`src/rtl/dma_steer_pkg.sv`:
```
package dma_steer_pkg;

  typedef struct packed {
    logic stopSet;    // accepted stop: set capture bit
    logic stopWrSel;  // software write to the stop register
  } stopStrb_t;

endpackage

```
`src/rtl/dma_steer_ctrl.sv`:
```
module dma_steer_ctrl
  import dma_steer_pkg::*;
#(
  parameter int NUM_CH  = 16,
  parameter int STOP_CH = 7,
  parameter int ADDR_W  = 3
) (
  input  logic                  regWr,
  input  logic [ADDR_W-1:0]     regAddr,
  input  logic [NUM_CH-1:0]     enable,
  input  logic [NUM_CH-1:0]     periphReq,
  input  logic [NUM_CH-1:0]     countZero,
  input  logic                  stopReq,
  output logic [NUM_CH-1:0]     intReq,
  output logic [NUM_CH-1:0]     dmaStart,
  output logic                  dmaHalt,
  output logic [NUM_CH-1:0]     enClr,
  output logic [NUM_CH-1:0]     doneSet,
  output logic [NUM_CH/8-1:0]   enWrSel,
  output logic [NUM_CH/8-1:0]   stsWrSel,
  output stopStrb_t             strb
);

  localparam int BYTES = NUM_CH / 8;

  logic haltAccept;

  // steering from the registered routing bits
  assign intReq     = periphReq & ~enable;
  assign dmaStart   = periphReq & enable;
  assign haltAccept = stopReq & enable[STOP_CH];
  assign dmaHalt    = haltAccept;

  // hardware release: terminal count on any channel, accepted stop on the stop channel
  assign enClr   = countZero | (NUM_CH'(haltAccept) << STOP_CH);
  assign doneSet = countZero & enable;

  for (genvar b = 0; b < BYTES; b++) begin : gSel
    assign enWrSel[b]  = regWr && (regAddr == ADDR_W'(b));
    assign stsWrSel[b] = regWr && (regAddr == ADDR_W'(BYTES + b));
  end

  assign strb.stopSet   = haltAccept;
  assign strb.stopWrSel = regWr && (regAddr == ADDR_W'(2 * BYTES));

endmodule

```
`src/rtl/dma_steer_regs.sv`:
```
module dma_steer_regs
  import dma_steer_pkg::*;
#(
  parameter int NUM_CH  = 16,
  parameter int STOP_CH = 7,
  parameter int ADDR_W  = 3
) (
  input  logic                  clk,
  input  logic                  rstN,
  input  logic [ADDR_W-1:0]     regAddr,
  input  logic [7:0]            regWrData,
  output logic [7:0]            regRdData,
  input  logic [NUM_CH-1:0]     enClr,
  input  logic [NUM_CH-1:0]     doneSet,
  input  logic [NUM_CH/8-1:0]   enWrSel,
  input  logic [NUM_CH/8-1:0]   stsWrSel,
  input  stopStrb_t             strb,
  output logic [NUM_CH-1:0]     enable
);

  localparam int BYTES = NUM_CH / 8;
  localparam int STOP_BIT = STOP_CH % 8;

  logic [NUM_CH-1:0] sts, enNext, stsNext;
  logic              stopBit, stopNext;

  always_comb begin
    enNext  = enable;
    stsNext = sts;
    for (int b = 0; b < BYTES; b++) begin
      if (enWrSel[b])  enNext[b*8 +: 8]  = regWrData;
      if (stsWrSel[b]) stsNext[b*8 +: 8] = sts[b*8 +: 8] & regWrData;
    end
    enNext  = enNext & ~enClr;       // hardware release wins over software
    stsNext = stsNext | doneSet;     // hardware set wins over software clear
  end

  always_comb begin
    stopNext = stopBit;
    if (strb.stopWrSel && !regWrData[STOP_BIT]) stopNext = 1'b0;
    if (strb.stopSet) stopNext = 1'b1;
  end

  always_ff @(posedge clk) begin
    if (!rstN) begin
      enable  <= '0;
      sts     <= '0;
      stopBit <= 1'b0;
    end else begin
      enable  <= enNext;
      sts     <= stsNext;
      stopBit <= stopNext;
    end
  end

  always_comb begin
    regRdData = 8'h00;
    for (int b = 0; b < BYTES; b++) begin
      if (regAddr == ADDR_W'(b))         regRdData = enable[b*8 +: 8];
      if (regAddr == ADDR_W'(BYTES + b)) regRdData = sts[b*8 +: 8];
    end
    if (regAddr == ADDR_W'(2 * BYTES)) regRdData[STOP_BIT] = stopBit;
  end

  for (genvar i = 0; i < NUM_CH; i++) begin : gChk
    // terminal count releases the routing bit
    a_r4_tc_release: assert property (@(posedge clk) disable iff (!rstN)
      enClr[i] |=> !enable[i]);
    // completion recorded for a routed channel
    a_r9_done_set: assert property (@(posedge clk) disable iff (!rstN)
      doneSet[i] |=> sts[i]);
  end

  // accepted stop sets capture and releases the stop channel
  a_r6_stop_capture: assert property (@(posedge clk) disable iff (!rstN)
    strb.stopSet |=> (stopBit && !enable[STOP_CH]));

  // capture bit only rises from an accepted stop
  a_r7_hw_only_set: assert property (@(posedge clk) disable iff (!rstN)
    $rose(stopBit) |-> $past(strb.stopSet));

  // capture bit only falls from a software write
  a_r8_sw_clear: assert property (@(posedge clk) disable iff (!rstN)
    $fell(stopBit) |-> $past(strb.stopWrSel));

endmodule

```
`src/rtl/dma_req_steer.sv`:
```
module dma_req_steer
  import dma_steer_pkg::*;
#(
  parameter int NUM_CH  = 16,
  parameter int STOP_CH = 7,
  parameter int ADDR_W  = $clog2(2 * (NUM_CH / 8) + 1)
) (
  input  logic               clk,
  input  logic               rstN,
  input  logic               regWr,
  input  logic [ADDR_W-1:0]  regAddr,
  input  logic [7:0]         regWrData,
  output logic [7:0]         regRdData,
  input  logic [NUM_CH-1:0]  periphReq,
  input  logic [NUM_CH-1:0]  countZero,
  input  logic               stopReq,
  output logic [NUM_CH-1:0]  intReq,
  output logic [NUM_CH-1:0]  dmaStart,
  output logic               dmaHalt
);

  localparam int BYTES = NUM_CH / 8;

  logic [NUM_CH-1:0] enable, enClr, doneSet;
  logic [BYTES-1:0]  enWrSel, stsWrSel;
  stopStrb_t         strb;

  dma_steer_ctrl #(.NUM_CH(NUM_CH), .STOP_CH(STOP_CH), .ADDR_W(ADDR_W)) uCtrl (
    .regWr(regWr), .regAddr(regAddr), .enable(enable),
    .periphReq(periphReq), .countZero(countZero), .stopReq(stopReq),
    .intReq(intReq), .dmaStart(dmaStart), .dmaHalt(dmaHalt),
    .enClr(enClr), .doneSet(doneSet), .enWrSel(enWrSel),
    .stsWrSel(stsWrSel), .strb(strb)
  );

  dma_steer_regs #(.NUM_CH(NUM_CH), .STOP_CH(STOP_CH), .ADDR_W(ADDR_W)) uRegs (
    .clk(clk), .rstN(rstN), .regAddr(regAddr), .regWrData(regWrData),
    .regRdData(regRdData), .enClr(enClr), .doneSet(doneSet),
    .enWrSel(enWrSel), .stsWrSel(stsWrSel), .strb(strb), .enable(enable)
  );

  // a request never goes both ways
  a_r3_one_path: assert property (@(posedge clk) disable iff (!rstN)
    (intReq & dmaStart) == '0);

endmodule

```
`config.mk`:
```
export PLATFORM = sky130hd
export DESIGN_NAME = dma_req_steer
export DESIGN_NICKNAME = d
export VERILOG_FILES = /design/src/rtl/dma_steer_pkg.sv /design/src/rtl/dma_steer_ctrl.sv /design/src/rtl/dma_steer_regs.sv /design/src/rtl/dma_req_steer.sv
export SDC_FILE = /design/constraint.sdc
export NUM_CORES = 1
export LEC_CHECK = 0
export ABC_AREA = 1
export BUFFER_PORTS_ARGS = -buffer_cell sky130_fd_sc_hd__buf_2
export CORE_UTILIZATION = 50
export CTS_CLUSTER_DIAMETER = 120
export DETAILED_ROUTE_END_ITERATION = 8
export GPL_TIMING_DRIVEN = 0
export HOLD_SLACK_MARGIN = 0.05
export PLACE_DENSITY_LB_ADDON = 0.3
export SETUP_SLACK_MARGIN = 0.3
export SKIP_LAST_GASP = 1
export SLEW_MARGIN = 0
export SYNTH_ARGS = -nofsm -noshare
export SYNTH_HDL_FRONTEND = slang
export SYNTH_SLANG_ARGS = --single-unit
```
`constraint.sdc`:
```
create_clock -name clk -period 2.7 [get_ports clk]
set_input_delay 0.54 -clock clk [delete_from_list [all_inputs] [get_ports clk]]
set_output_delay 0.54 -clock clk [all_outputs]
set_load 0.02 [all_outputs]
```
==> metrics.txt, run 1 <==
status completed; crit-path max FO 9; Mapped Cells 315; total track usage 25.96%; RePlAce Congestion 0.8399; Root Buffer clkbuf_8; # Post-CTS Setup Buffers 0; Max Cap Viol 0; post-synthesis cell type count 21; Static Leakage 0.001373 uW; Max Slew Vio Count 0; Power Density 419.9 mW/mm2; H-tree lvl count 2; Fmax 0.4670 GHz; initial antenna violation count 0; DP Cell Count 448; Area growth, synth to finish 30.58%; Finished Layout Cells 455; port bufs 87; TritonCTS clock tree done; Worst Skew 0.001606 ns; register area share after synthesis 34.87%; Post-layout nets 456; Std-Cell Rows 21; CP Capture Type output port; hold path depth 2; Sink Count 33; CP Launch Type primary input; drt pass-1 iters 5; # setup viols final 0; Hold Crit Class reg2reg; grt ovf 0; post-route antenna net violation count 0; die height 63.55 um; core area 0.003468 mm2; layout cells sized above 1 27.14%; Worst-path clk slew 0.06 ns; worst skew pair latency 0.28 ns; vias 2239; Peak supply drop 0.2894 mV; Num CTS Buffers 5; largest net degree at the start of global routing 11; top post-synthesis cells by area dfxtp_1, nand2_1, nor2_1; reg2reg path depth 3; Min Hold Slack 0.4585 ns; post-synthesis cell area 0.001894 mm2; number of global-route vias before repair 1946; # resized after CTS 0; DRC 0; Vias/cell 4.921; wire length per cell 11.21 um; fin crit period 2.141 ns; first-pass GRT wire length 8079 um; Mapped Nets 362; Yosys top cell area share 34.87%; initial drt markers 170; CTS Hold Bufs 0; worst rel slew slack 60.06%; IO Count 88; Critical Path AT 1.60 ns; CTS max path bufs 2; count of final hold-check violations 0; Synth Warn # 0; Syn Area/Cell 6.014 um2; WS Path Type in2out; crit share post-route 79.30%; Yosys top cell by area dfxtp_1; Final HPWL DP 3702 um; Starting Density 54.62%; Die ar. 0.004039 mm2; RSZ-0062 raised after global routing false; final core occ 71.32%; slew at the pin closest to its max-slew limit 0.5991 ns; Total Wirelength 5099 um; synthesis-stage register bit count 33; Critical Path RT 2.16 ns; setup tns final 0 ns; # diodes 0; die width 63.55 um
[Yosys cell counts]
| cell type | instances |
|---|---|
| nand2_1 | 92 |
| nor2_1 | 63 |
| inv_1 | 49 |
| dfxtp_1 | 33 |
| a21oi_1 | 17 |
| nand4_1 | 17 |
| nand3_1 | 11 |
| o21ai_0 | 11 |
| clkbuf_1 | 3 |
| nand2_2 | 3 |
| nor2_4 | 3 |
| buf_2 | 2 |
| buf_6 | 2 |
| nand2_4 | 2 |
| a21oi_2 | 1 |
| clkinv_1 | 1 |
| clkinv_4 | 1 |
| inv_2 | 1 |
| inv_4 | 1 |
| nor2_2 | 1 |
| nor3_2 | 1 |
[metrics by stage]
| stage | cell area, um2 | setup slack (ns) | total power [uW] |
|---|---|---|---|
| finish | 2474 | 0.5589 | 1039 |
| CTS | 2474 | 0.5658 | 1038 |
| global placement | 2387 | 0.6011 | 671.2 |
| detailed placement | 2387 | 0.5978 | 674.7 |
| floorplan | 1894 | 1.013 | 595.0 |
| global route | 2474 | 0.4915 | 1080 |
[worst max-delay path, cell delays in order]
cell	delay [ns]
buf_2	0.16
inv_1	0.09
nor2_2	0.31
nand3_1	0.16
nand2_1	0.09
inv_1	0.04
nand4_1	0.05
buf_2	0.16
[cells by family (layout without fill, tap and decap cells)]
| group | after synthesis | count (layout) | synth area share (%) |
|---|---|---|---|
| and+or+nand+nor | 193 | 193 | 44.06 |
| buffers and inverters | 60 | 154 | 13.21 |
| AOI/OAI and AO/OA | 29 | 29 | 7.860 |
| DFF | 33 | 33 | 34.87 |
[final timing paths]
| kind | startpoint | end | slack (ns) |
|---|---|---|---|
| max | regAddr[1] | regRdData[7] | 0.56 |
| min | uRegs.sts[9] | uRegs.sts[9] | 0.46 |
| max reg2reg | uRegs.enable[7] | uRegs.enable[7] | 1.90 |
| min reg2reg | uRegs.sts[9] | uRegs.sts[9] | 0.46 |
[routing by layer]
| metal | vias up | share of wire [%] | track usage (%) |
|---|---|---|---|
| met5 | - | 0 | 0 |
| met1 | 965 | 42 | 29.77 |
| met4 | 0 | 1.6 | 11.08 |
| met3 | 9 | 10 | 7.790 |
| li1 | 1155 | - | - |
| met2 | 110 | 46 | 44.15 |
[layout make-up]
class / instances / area, um2
inverters: 53 / 206.4
plain buffers: 7 / 43.79
clock buffers: 7 / 86.33
repair buffers: 87 / 435.4
well taps: 46 / 57.56
fillers: 306 / 994.7
multi-input cells: 222 / 983.4
flip-flops and latches: 33 / 660.6
[layout by cell type, fill, tap and decap left out]
master,instances
o21ai_0,11
nand2_1,92
inv_1,49
nand2_4,2
inv_2,1
dfxtp_1,33
nor3_2,1
clkbuf_8,6
a21oi_2,1
buf_2,89
clkinv_4,1
buf_6,2
inv_4,1
nand3_1,11
a21oi_1,17
nor2_2,1
nand2_2,3
clkinv_1,1
nor2_4,3
nand4_1,17
nor2_1,63
clkbuf_1,4
[power breakdown]
| group | total, uW | internal (uW) | switching, uW |
|---|---|---|---|
| clock network | 374 | 202 | 172 |
| registers | 498 | 492 | 5.09 |
| logic | 167 | 59.6 | 108 |
| total | 1040 | 754 | 285 |
[state kept, by name (all words and copies together) (netlist names)]
signal and count:
uRegs.enable 16, uRegs.sts 16, uRegs.stopBit 1
(Power assumes the default switching activity.)
==> run 2: changes to the inputs <==
--- a/config.mk
+++ b/config.mk
@@ -7,7 +7,7 @@
 export LEC_CHECK = 0
 export ABC_AREA = 1
 export BUFFER_PORTS_ARGS = -buffer_cell sky130_fd_sc_hd__buf_2
-export CORE_UTILIZATION = 50
+export CORE_UTILIZATION = 42
 export CTS_CLUSTER_DIAMETER = 120
 export DETAILED_ROUTE_END_ITERATION = 8
 export GPL_TIMING_DRIVEN = 0
==> constraint.sdc (replaced) <==
create_clock -name clk -period 1.9 [get_ports clk]
set_input_delay 0.38 -clock clk [delete_from_list [all_inputs] [get_ports clk]]
set_output_delay 0.38 -clock clk [all_outputs]
set_load 0.02 [all_outputs]
==> run 2 against run 1 <==
Net effect: routed wire length up 9.5%; count of clock-buffer cells in the layout is the same; largest cell class unchanged; combinational power is 62% higher; sequential cell count is the same; first-iteration DRC count down 24%; critical path type unchanged.
==> metrics.txt, run 2 (synthesized netlist as in run 1, its figures left out) <==
reg2reg path depth 4 (+1); met1 Track Usage GR 28.48% (-1.3 points); Critical Path RT 1.52 ns (-0.64 ns); Power Density 575.1 mW/mm2 (+37%); first-pass GRT wire length 8997 um (+11%); Std-Cell Rows 24 (+14%); Static Leakage 0.001443 uW (+5.1%); IO Count 88 (unchanged); TritonCTS clock tree done; Total Wirelength 5585 um (+9.5%); wire length per cell 11.86 um (+5.8%); total track usage 23.39% (-2.6 points); slew at the pin closest to its max-slew limit 0.5996 ns (+0.0004578 ns); Finished Layout Cells 471 (+3.5%); Min Hold Slack 0.3353 ns (-0.1232 ns); CP Launch Type primary input; # setup viols final 0 (unchanged); CP Capture Type output port; Peak supply drop 0.3396 mV (+17%); hold endpoint uRegs.enable[7]; crit-path max FO 6 (-3); setup tns final 0 ns (unchanged); Final HPWL DP 3779 um (+2.1%); worst skew pair latency 0.29 ns (about the same); count of final hold-check violations 0 (unchanged); GR peak layer met2; post-route antenna net violation count 0 (unchanged); fin crit period 1.574 ns; CTS max path bufs 2 (unchanged); layout cells sized above 1 29.83% (+2.7 points); drt pass-1 iters 5 (unchanged); DRC 0 (unchanged); number of global-route vias before repair 2040 (+4.8%); RePlAce Congestion 0.8691 (+3.5%); status completed; Critical Path AT 1.19 ns (-0.41 ns); reg2reg setup slack 1.17 ns (-0.73 ns); Max Cap Viol 0 (unchanged); largest net degree at the start of global routing 11 (unchanged); Worst-path clk slew 0.07 ns (about the same); Starting Density 43.51% (-11 points); vias 2284 (+2.0%); Die ar. 0.004783 mm2 (+18%); Root Buffer clkbuf_8; Hold Crit Class in2reg; met3 usage in global routing 3.070% (-4.7 points); Worst Skew 0.003791 ns (+0.002184 ns); die width 69.16 um (+8.8%); Post-layout nets 466 (+2.2%); H-tree lvl count 2 (unchanged); hold path depth 4 (+2); crit share post-route 82.84%; FF-to-FF Start uRegs.enable[3]; FF-to-FF End uRegs.enable[3]; highest-count cells in the layout ignoring fill and taps nand2_1, buf_2, nor2_1; RSZ-0062 raised after global routing false; Sink Count 33 (unchanged); Fmax 0.6353 GHz; WS Path Type in2out; initial drt markers 129 (-24%); worst rel slew slack 60.03% (about the same); worst hold start countZero[7]; port bufs 87 (unchanged); final core occ 60.80% (-11 points); grt ovf 0 (unchanged); largest registers uRegs.enable (16), uRegs.sts (16), uRegs.stopBit (1); Area growth, synth to finish 39.76%; Max Slew Vio Count 0 (unchanged); commonest non-fill, non-tap cell in the layout nand2_1; Num CTS Buffers 5 (unchanged); DP Cell Count 454 (+1.3%); initial antenna violation count 0 (unchanged); # diodes 0 (unchanged); die height 69.16 um (+8.8%); CTS Hold Bufs 0 (unchanged); GR Util met2 41.53% (-2.6 points); Vias/cell 4.849 (-1.5%); core area 0.004354 mm2 (+26%)
## run 2: per-layer routing
layer  vias up  wire [um]
li1       1176          -
met1      1001       2358
met2        93       2729
met3        14        387
met4         0        110
met5         -          0
## run 2: stage by stage
step	total power (uW)	area, um2	setup WS (ns)
floorplan	845.6	1894	0.5331
global placement	957.0	2395	0.09960
detailed placement	960.3	2395	0.08887
CTS	1511	2592	0.3030
global route	1585	2648	0.2881
finish	1522	2648	0.3260
## run 2: cell type report
class                      instances  area (um2)
timing repair buffer              97       576.8
sequential                        33       661.9
fill                             421        1707
clock buffer                       7       86.33
inverter                          53       216.5
buffer                             7       43.79
tap                               52       65.06
multi-input combinational        222       997.2
## run 2: what timing repair did
action | in CTS | in global routing
hold endpoints to repair | 0 | 0
gates cloned | 1 | 0
resized for setup | 19 | 14
pin swaps | 5 | 8
endpoints found under the setup margin | 8 | 8
setup buffers | 7 | 2
## run 2: critical path: stages
cell	delay, ns
buf_12	0.12
inv_6	0.05
nand2_2	0.06
nor2_4	0.15
buf_6	0.13
nand2_1	0.05
nand4_1	0.11
buf_6	0.13
## run 2: worst max path at each step
stage / start / to / depth (start not counted)
floorplan: regAddr[1] / regRdData[7] / 6
finish: regAddr[2] / regRdData[0] / 8
global route: regAddr[1] / regRdData[1] / 7
detailed placement: regAddr[1] / regRdData[5] / 6
CTS: regAddr[0] / regRdData[3] / 7
global placement: regAddr[1] / regRdData[2] / 6
## run 2: power by group
part	switching (uW)	internal, uW	leakage (uW)
logic	164	106	0.00113
clock network	258	287	0.0000443
registers	7.53	700	0.000267
